--- config.mk ---
export PLATFORM = sky130hd
export DESIGN_NAME = dual_link_merge
export DESIGN_NICKNAME = d
export VERILOG_FILES = /design/src/rtl/dlm_pkg.sv /design/src/rtl/dlm_phase.sv /design/src/rtl/dlm_de_check.sv /design/src/rtl/dlm_mux.sv /design/src/rtl/dual_link_merge.sv
export SDC_FILE = /design/constraint.sdc
export NUM_CORES = 1
export LEC_CHECK = 0
export ABC_AREA = 1
export BUFFER_PORTS_ARGS = -buffer_cell sky130_fd_sc_hd__buf_2
export CAP_MARGIN = 40
export CORE_MARGIN = 2
export CORE_UTILIZATION = 53
export CTS_BUF_LIST = sky130_fd_sc_hd__clkbuf_16
export DETAILED_ROUTE_END_ITERATION = 12
export GPL_ROUTABILITY_DRIVEN = 0
export HOLD_SLACK_MARGIN = 0.02
export PLACE_DENSITY_LB_ADDON = 0.15
export SETUP_SLACK_MARGIN = 0.2
export SLEW_MARGIN = 10
export SYNTH_ARGS = -nofsm -noshare
export SYNTH_HDL_FRONTEND = slang
export SYNTH_SLANG_ARGS = --single-unit
--- constraint.sdc ---
create_clock -name clk -period 2.5 [get_ports clk]
set_input_delay 0.5 -clock clk [delete_from_list [all_inputs] [get_ports clk]]
set_output_delay 0.5 -clock clk [all_outputs]
set_load 0.02 [all_outputs]
--- src/rtl/dlm_pkg.sv ---
package dlm_pkg;

    // Which link the current edge serves: capture (link A out next) or second half
    typedef enum logic {
        PICK_A = 1'b0,
        PICK_B = 1'b1
    } pick_e;

    // State of the data-enable run checker
    typedef struct packed {
        logic       de_last;
        logic       odd;
        logic [1:0] run;
        logic       armed;
        logic       fault;
    } dechk_t;

endpackage

--- src/rtl/dlm_phase.sv ---
module dlm_phase
    import dlm_pkg::*;
(
    input  logic  clk,
    input  logic  rst_n,
    input  logic  de_i,
    output pick_e pick_o
);

    typedef struct packed {
        pick_e nxt;
        logic  de_last;
    } phase_t;

    phase_t q, d;
    logic   rise;

    always_comb begin
        rise      = de_i & ~q.de_last;
        pick_o    = rise ? PICK_A : q.nxt;
        d.nxt     = (pick_o == PICK_A) ? PICK_B : PICK_A;
        d.de_last = de_i;
    end

    always_ff @(posedge clk or negedge rst_n) begin
        if (!rst_n) begin
            q.nxt     <= PICK_A;
            q.de_last <= 1'b0;
        end else begin
            q <= d;
        end
    end

endmodule

--- src/rtl/dlm_de_check.sv ---
module dlm_de_check
    import dlm_pkg::*;
(
    input  logic clk,
    input  logic rst_n,
    input  logic de_i,
    output logic fault_o
);

    dechk_t q, d;
    logic   chg;

    always_comb begin
        d         = q;
        chg       = de_i ^ q.de_last;
        d.de_last = de_i;
        if (chg) begin
            d.odd   = 1'b1;
            d.run   = 2'd1;
            d.armed = 1'b1;
            if (q.armed && (q.odd || (q.run < 2'd2))) begin
                d.fault = 1'b1;
            end
        end else begin
            d.odd = ~q.odd;
            d.run = (q.run >= 2'd2) ? 2'd2 : q.run + 2'd1;
        end
    end

    always_ff @(posedge clk or negedge rst_n) begin
        if (!rst_n) begin
            q <= '0;
        end else begin
            q <= d;
        end
    end

    assign fault_o = q.fault;


    fault_sticky_chk: assert property (@(posedge clk) disable iff (!rst_n)
        fault_o |=> fault_o);

endmodule

--- src/rtl/dlm_mux.sv ---
module dlm_mux
    import dlm_pkg::*;
#(
    parameter int PIX_W = 33
) (
    input  logic             clk,
    input  logic             rst_n,
    input  pick_e            pick_i,
    input  logic [PIX_W-1:0] a_i,
    input  logic [PIX_W-1:0] b_i,
    output logic [PIX_W-1:0] pix_o
);

    typedef struct packed {
        logic [PIX_W-1:0] out;
        logic [PIX_W-1:0] hold;
    } mux_t;

    mux_t q, d;

    always_comb begin
        d = q;
        if (pick_i == PICK_A) begin
            d.out  = a_i;
            d.hold = b_i;
        end else begin
            d.out  = q.hold;
        end
    end

    always_ff @(posedge clk or negedge rst_n) begin
        if (!rst_n) begin
            q <= '0;
        end else begin
            q <= d;
        end
    end

    assign pix_o = q.out;


    first_of_pair_chk: assert property (@(posedge clk) disable iff (!rst_n)
        (pick_i == PICK_A) |=> (pix_o == $past(a_i)));


    second_of_pair_chk: assert property (@(posedge clk) disable iff (!rst_n)
        (($past(pick_i) == PICK_A) && (pick_i == PICK_B)) |=> (pix_o == $past(b_i, 2)));

endmodule

--- src/rtl/dual_link_merge.sv ---
module dual_link_merge
    import dlm_pkg::*;
#(
    parameter int COLOR_W = 10
) (
    input  logic                 clk,
    input  logic                 rst_n,
    input  logic [3*COLOR_W-1:0] a_rgb_i,
    input  logic                 a_de_i,
    input  logic                 a_hs_i,
    input  logic                 a_vs_i,
    input  logic [3*COLOR_W-1:0] b_rgb_i,
    input  logic                 b_de_i,
    input  logic                 b_hs_i,
    input  logic                 b_vs_i,
    output logic [3*COLOR_W-1:0] o_rgb_o,
    output logic                 o_de_o,
    output logic                 o_hs_o,
    output logic                 o_vs_o,
    output logic                 de_fault_o
);

    localparam int RGB_W = 3 * COLOR_W;
    localparam int PIX_W = RGB_W + 3;

    logic [PIX_W-1:0] a_pix, b_pix, o_pix;
    pick_e            pick;

    assign a_pix = {a_rgb_i, a_de_i, a_hs_i, a_vs_i};
    assign b_pix = {b_rgb_i, b_de_i, b_hs_i, b_vs_i};

    dlm_phase u_phase (
        .clk    (clk),
        .rst_n  (rst_n),
        .de_i   (a_de_i),
        .pick_o (pick)
    );

    dlm_mux #(.PIX_W(PIX_W)) u_mux (
        .clk    (clk),
        .rst_n  (rst_n),
        .pick_i (pick),
        .a_i    (a_pix),
        .b_i    (b_pix),
        .pix_o  (o_pix)
    );

    dlm_de_check u_chk (
        .clk     (clk),
        .rst_n   (rst_n),
        .de_i    (a_de_i),
        .fault_o (de_fault_o)
    );

    assign o_rgb_o = o_pix[PIX_W-1:3];
    assign o_de_o  = o_pix[2];
    assign o_hs_o  = o_pix[1];
    assign o_vs_o  = o_pix[0];


    de_rise_realign_chk: assert property (@(posedge clk) disable iff (!rst_n)
        (a_de_i && !$past(a_de_i)) |=> (o_pix == $past(a_pix)));

endmodule

Word level (Yosys, flattened, before mapping) --
Index checks and enable logic that the tools add are counted.
Operators by class: $add $sub $neg 1, order comparisons 2, muxes and demuxes 5, bitwise operators 4, reductions and logical operators 3
Operators with widths (number):
- 2-to-1 mux 33 bit | 1
- 2-to-1 mux 3 bit | 1
- adder 2 x 1 -> 2 bit, second input constant | 1
- greater-or-equal comparator 2 bit, second input constant | 1
- less-than comparator 2 bit, second input constant | 1
- 2-to-1 mux 1 bit | 2
- 2-to-1 mux 2 bit | 1
- NOT 1 bit | 2
- AND reduction 2 bit | 1
- bitwise AND 1 bit | 1
- logical AND 1 bit | 1
- logical OR 1 bit | 1
- bitwise XOR 1 bit | 1
Word-level totals: flip-flop bits (word level) 73, input bits 68, output and inout bits 34, word-level logic and storage cells 23

Depth between registers and ports, before layout --
Gate-level depths: netlist of the first run.
depth in word-level cells 4, gate-level depth with buffers 8, depth with buffers taken out 6

Cells and area by module --
A second synthesis of the first run with hierarchy kept.
Unflattened totals: cells, all modules 306, area, all modules 2936.6 um^2
Modules (own cells, without submodules):
- dlm_mux | times used 1, cells each 276, area an instance 2642.5 um^2, seq. area each 1651.6 um^2
- dlm_de_check | times used 1, cells each 23, area an instance 220.2 um^2, seq. area each 150.1 um^2
- dlm_phase | times used 1, cells each 7, area an instance 73.8 um^2, seq. area each 50.0 um^2

Worst setup path after synthesis of the first run --
OpenSTA, ideal clock, no wires.
path type in2reg, start in a_de_i, end reg u_mux.q (netlist bit u_mux.pix_o[0]), library setup time 0.118 ns, data arrival time 1.182 ns, data required time 2.382 ns, path slack 1.201 ns, stages on the path 7, buffers on the path 2, cell sequence ha_1 -> inv_2 -> nand2_4 -> buf_6 -> buf_6 -> nand2_1 -> nand2_1
RTL lines:
- from (decl) | RTL line dual_link_merge.sv:9 | input logic a_de_i,
- to (signal assigned) | RTL line dlm_mux.sv:33 | q <= '0;
- to (signal assigned) | RTL line dlm_mux.sv:35 | q <= d;
- to (decl) | RTL line dlm_mux.sv:19 | mux_t q, d;

==> flow_metrics.tcl, run 1 <==
set metrics [dict create \
    status "finished, final reports clean" \
    internal_power_mw 2.28 \
    coreArea_mm2 0.00517 \
    antenna_found_initial 0 \
    syn_to_final_growth_pct 20.4 \
    hold_viol 0 \
    yosysTopAreaCell "dfrtp_1" \
    firstDrtPassIters 4 \
    rr_startpoint "u_chk.q[5]" \
    drt-wirelength-per-cell_um 11.9 \
    fin_skew_ns 0.00404 \
    cp.required_ns 2.75 \
    route.vias.total 2079 \
    drive_gt1_frac 0.316 \
    nNetsFinal 437 \
    drt.antenna.violating_nets 0 \
    critPathArrivalTime_ns 1.61 \
    rsz0062_at_grt "false" \
    synth_area_leaders "dfrtp_1 63%, nand2_1 18%, buf_4 8.1%" \
    start_util 0.558 \
    switching_share 0.264 \
    netlist.area_leader.share 0.633 \
    synth_simple_gate_area_frac 0.241 \
    period_share 0.543 \
    synth_compound_area_frac 0.00174 \
    syn_inst 297 \
    fin_crit_ns 1.36 \
    grt_first_pass_wirelength_um 8840 \
    p_leak_nw 2.03 \
    diodes 0 \
    final_cell_mix "137 x nand2_1, 100 x buf_2, 73 x dfrtp_1" \
    grt-ovfl-total 0 \
    reg2regPathDepth 6 \
    syn_avg_cell_area_um2 9.71 \
    timing.rr.end "u_mux.q[15]" \
    slew_viol_final 0 \
    clock_path_buffers 2 \
    synth_nets 366 \
    grt_pass1_vias 2078 \
    drc 0 \
    end_kind "register" \
    power.switching_mw 0.816 \
    io_pins 102 \
    clkPwrFrac 0.387 \
    clk-insertion-delay-late_ns 0.32 \
    cts-buffers-inserted 9 \
    final_common_cell "nand2_1" \
    p_seq_frac 0.452 \
    p_per_area_mw_per_mm2 891 \
    seq_area_frac_synth 0.633 \
    grt_max_degree 68 \
    synth_fa_ha_area_frac 0.00434 \
    setup_viol 0 \
    synthesis.area_mm2 0.00288 \
    cts.clk_slew.worst_paths_ns 0.05 \
    synth_xor_area_frac 0 \
    finalSetupTns_ns 0 \
    tightest_slew_ns 0.628 \
    io_buffers 101 \
    die-area_mm2 0.00605 \
    drt_iter0_markers 121 \
    cts-hold-fix-buffers 0 \
    vias_per_cell 4.69 \
    cts_tree "done" \
    cts_root_buffer "clkbuf_16" \
    die_h_um 77.8 \
    vdd_drop_max_v 0.000484 \
    p_comb_frac 0.162 \
    synth.yosys.warnings 0 \
    ys_ff_latch 73 \
    fmax_mhz 736 \
    cts.htree.levels 3 \
    synth_mux_area_frac 0 \
    drv_cap 0 \
    rrSetupSlack_ns 1.14 \
    std_cell_rows 26 \
    ctsResizeCount 0 \
    dieWidth_um 77.8 \
    critPathKind "reg2reg" \
    track_usage 0.188 \
    cts_setup_buffers 0 \
    hpwl_um 3430 \
    synth_top_family_by_area "simple AND/OR/NAND/NOR gates" \
    ys_types 12 \
    fin_util 0.671 \
    hp-class "in2async" \
    critical_path.max_fanout 67 \
    cp-start-kind "register" \
    wl_um 5290 \
    clkSinkCount 73 \
    relSlewSlack 0.581 \
]
==> Yosys cell counts, drive strengths merged <==
library cell	count
nor2	1
buf	44
nand3	33
inv	6
dfrtp	73
nand2	138
ha	1
o21ai	1
==> power by group through the flow <==
stage | registers, mW | clock network [mW] | logic (mW)
6_report | 1.40 | 1.20 | 0.500
5_1_grt | 1.41 | 1.28 | 0.561
4_1_cts | 1.40 | 1.21 | 0.509
3_5_place_dp | 1.42 | 0 | 0.506
3_3_place_gp | 1.41 | 0 | 0.494
2_1_floorplan | 1.42 | 0 | 0.423
==> worst max-delay path: stages (launching register included) <==
cell     delay, ns
dfrtp_1       0.36
inv_1         0.06
ha_1          0.14
inv_2         0.05
nand2_4       0.47
nand2_1       0.12
nand2_1       0.09
==> per-layer routing <==
| metal | vias up | share of wire | track usage | wire [um] |
|---|---|---|---|---|
| met2 | 73 | 0.49 | 0.319 | 2590 |
| li1 | 1029 | - | - | - |
| met4 | 0 | 0.022 | 0.0911 | 117 |
| met3 | 11 | 0.078 | 0.0512 | 412 |
| met1 | 966 | 0.41 | 0.219 | 2170 |
| met5 | - | 0 | 0 | 0 |
==> cell families after synthesis <==
family	count (synthesis)
simple gates	172
buf+inv	50
fa+ha+maj	1
compound gates	1
flops	73
==> state kept, by name, summed over array words and instances, names as in the netlist <==
signal         count
u_mux.q           33
u_phase.q          1
u_chk.q            5
u_mux.pix_o       33
u_chk.fault_o      1
==> cell type report <==
class	count	area, um^2
Inverter	6	22.5
Fill cell	448	1700
Clock inverter	7	55.1
Tap cell	70	87.6
Timing Repair Buffer	104	543
Clock buffer	9	225
Sequential cell	73	1830
Multi-Input combinational cell	174	712
==> metrics by stage <==
| step | worst slack (ns) | power (mW) | cell area, um^2 | std cells | hold slack, ns |
|---|---|---|---|---|---|
| final | 1.14 | 3.09 | 3470 | 443 | 0.123 |
| after global placement | 0.891 | 1.91 | 3170 | 426 | 0.423 |
| after global routing | 0.979 | 3.25 | 3470 | 443 | 0.162 |
| after CTS | 1.13 | 3.12 | 3470 | 443 | 0.142 |
| after detailed placement | 0.868 | 1.92 | 3190 | 427 | 0.423 |
| after floorplan | 1.20 | 1.84 | 2880 | 297 | 0.204 |
==> worst max-delay path by stage <==
stage / startpoint / end / slack, ns / cells past startpoint
2_1_floorplan: a_de_i / u_mux.pix_o[0] / 1.20 / 7
3_3_place_gp: a_de_i / u_mux.q[1] / 0.89 / 6
3_5_place_dp: a_de_i / u_mux.q[15] / 0.87 / 6
4_1_cts: u_mux.pix_o[32] / o_rgb_o[29] / 1.13 / 1
5_1_grt: u_chk.q[5] / u_mux.q[15] / 0.98 / 6
6_report: u_chk.q[5] / u_mux.q[15] / 1.14 / 6
(Power assumes the default switching activity.)
==> run 2, diff against run 1 <==
- CORE_UTILIZATION: 53 -> 49
- clock period: 2.5 -> 1.3 ns (I/O delays scaled with it)
==> flow_metrics.tcl, run 2 (synthesized netlist as in run 1, its figures left out) <==
set metrics [dict create \
    status "finished, final reports clean" \
    die_h_um 80.7 \
    cp.required_ns 1.49 \
    final_cell_mix "137 x nand2_1, 73 x dfrtp_1, 72 x buf_2" \
    end_kind "register" \
    clk-insertion-delay-late_ns 0.31 \
    grt_util_met2 0.326 \
    critPathKind "reg2reg" \
    worst_slack_ns 0.150 \
    cp-start-kind "register" \
    drc 0 \
    cts.clk_slew.worst_paths_ns 0.05 \
    coreArea_mm2 0.00561 \
    firstDrtPassIters 4 \
    track_usage 0.192 \
    rsz0062_at_grt "true" \
    grt_util_met1 0.231 \
    dieWidth_um 80.7 \
    final_common_cell "nand2_1" \
    setup_viol 0 \
    syn_to_final_growth_pct 30.9 \
    antenna_found_initial 0 \
    die-area_mm2 0.00652 \
    route.vias.total 2099 \
    finalSetupTns_ns 0 \
    critPathArrivalTime_ns 1.34 \
    cts_tree "done" \
    cts-buffers-inserted 9 \
    drt-wirelength-per-cell_um 12.9 \
    relSlewSlack 0.741 \
    vias_per_cell 4.67 \
    grt.busiest_layer "met2" \
    drive_gt1_frac 0.340 \
    grt-ovfl-total 0 \
    period_share 0.884 \
    grt_pass1_vias 2082 \
    p_per_area_mw_per_mm2 1590 \
    wl_um 5780 \
    io_pins 102 \
    use_met3 0.0629 \
    pre_cts_ws_ns 0.140 \
    nNetsFinal 444 \
    std_cell_rows 27 \
    start_util 0.514 \
    drt.antenna.violating_nets 0 \
    fmax_mhz 870 \
    clkSinkCount 73 \
    diodes 0 \
    clock_path_buffers 2 \
    drt_iter0_markers 108 \
    critical_path.max_fanout 21 \
    grt_first_pass_wirelength_um 9340 \
    grt_max_degree 74 \
    hpwl_um 3490 \
    fin_crit_ns 1.15 \
    io_buffers 101 \
    tightest_slew_ns 0.389 \
    cts_root_buffer "clkbuf_16" \
    hold_viol 0 \
    vdd_drop_max_v 0.000861 \
    p_leak_nw 2.13 \
    slew_viol_final 0 \
    fin_skew_ns 0.00464 \
    drv_cap 0 \
    cts.htree.levels 3 \
    hp-class "in2reg" \
    fill_cells 465 \
]
run 2: changes by cell type in the layout (fill, tap and decap cells not counted), moves of 4 or more:
cell and change:
buf_12 +4, buf_2 -28, nand3_2 +5, buf_6 +28, nand3_1 -5
run 2: metal layers:
metal / routed length, um / up-vias
li1: - / 1040
met1: 2430 / 990
met2: 2920 / 63
met3: 353 / 6
met4: 79 / 0
met5: 0 / -
run 2: layout make-up:
| type | count | area, um^2 | area share |
|---|---|---|---|
| clock inverter | 4 | 16.3 | 0.00431 |
| clock buffer | 9 | 225 | 0.0597 |
| sequential | 73 | 1830 | 0.484 |
| inverter | 6 | 25.0 | 0.00663 |
| multi-input combinational | 174 | 748 | 0.198 |
| tap | 72 | 90.1 | 0.0239 |
| timing repair buffer | 111 | 843 | 0.223 |
run 2: path summary, 6_finish.rpt:
path,startpoint,end,slack [ns],cells past startpoint
min in group asynchronous,rst_n,u_mux.pix_o[25],0.50,3
max in group asynchronous,rst_n,u_mux.q[18],0.48,3
max,u_chk.q[5],u_mux.pix_o[1],0.15,7
max reg2reg,u_chk.q[5],u_mux.pix_o[1],0.15,7
min reg2reg,u_chk.q[4],u_chk.q[4],0.43,1
min,a_de_i,u_chk.q[5],0.1,1
run 2: where the power goes:
part	total [mW]	switching [mW]	internal (mW)
combinational	1.23	0.671	0.558
sequential	2.73	0.126	2.60
clock	2.03	0.797	1.23
run 2: what timing repair did:
action | in CTS | in global routing
endpoints found under the setup margin | 53 | 94
buffers inserted | 0 | 1
gates cloned | 1 | 0
endpoints found under the hold margin | 73 | 0
hold buffers | 1 | 0
resized for setup | 27 | 36
run 2: critical path: stages, from the launching register on:
cell,delay [ns]
dfrtp_1,0.32
inv_1,0.04
ha_2,0.18
inv_4,0.09
nand2_8,0.09
buf_12,0.18
nand2_1,0.06
nand2_1,0.07
run 2: metrics by stage:
step | hold WS [ns] | cells | cell area, um^2 | total power [mW] | utilization
finish | 0.0978 | 449 | 3770 | 5.99 | 0.673
detailed placement | 0.309 | 433 | 3280 | 3.76 | 0.585
floorplan | -0.0356 | 297 | 2890 | 3.54 | -
global route | 0.0814 | 449 | 3770 | 6.31 | 0.673
global placement | 0.302 | 433 | 3280 | 3.74 | 0.585
CTS | 0.0866 | 448 | 3650 | 5.93 | 0.652
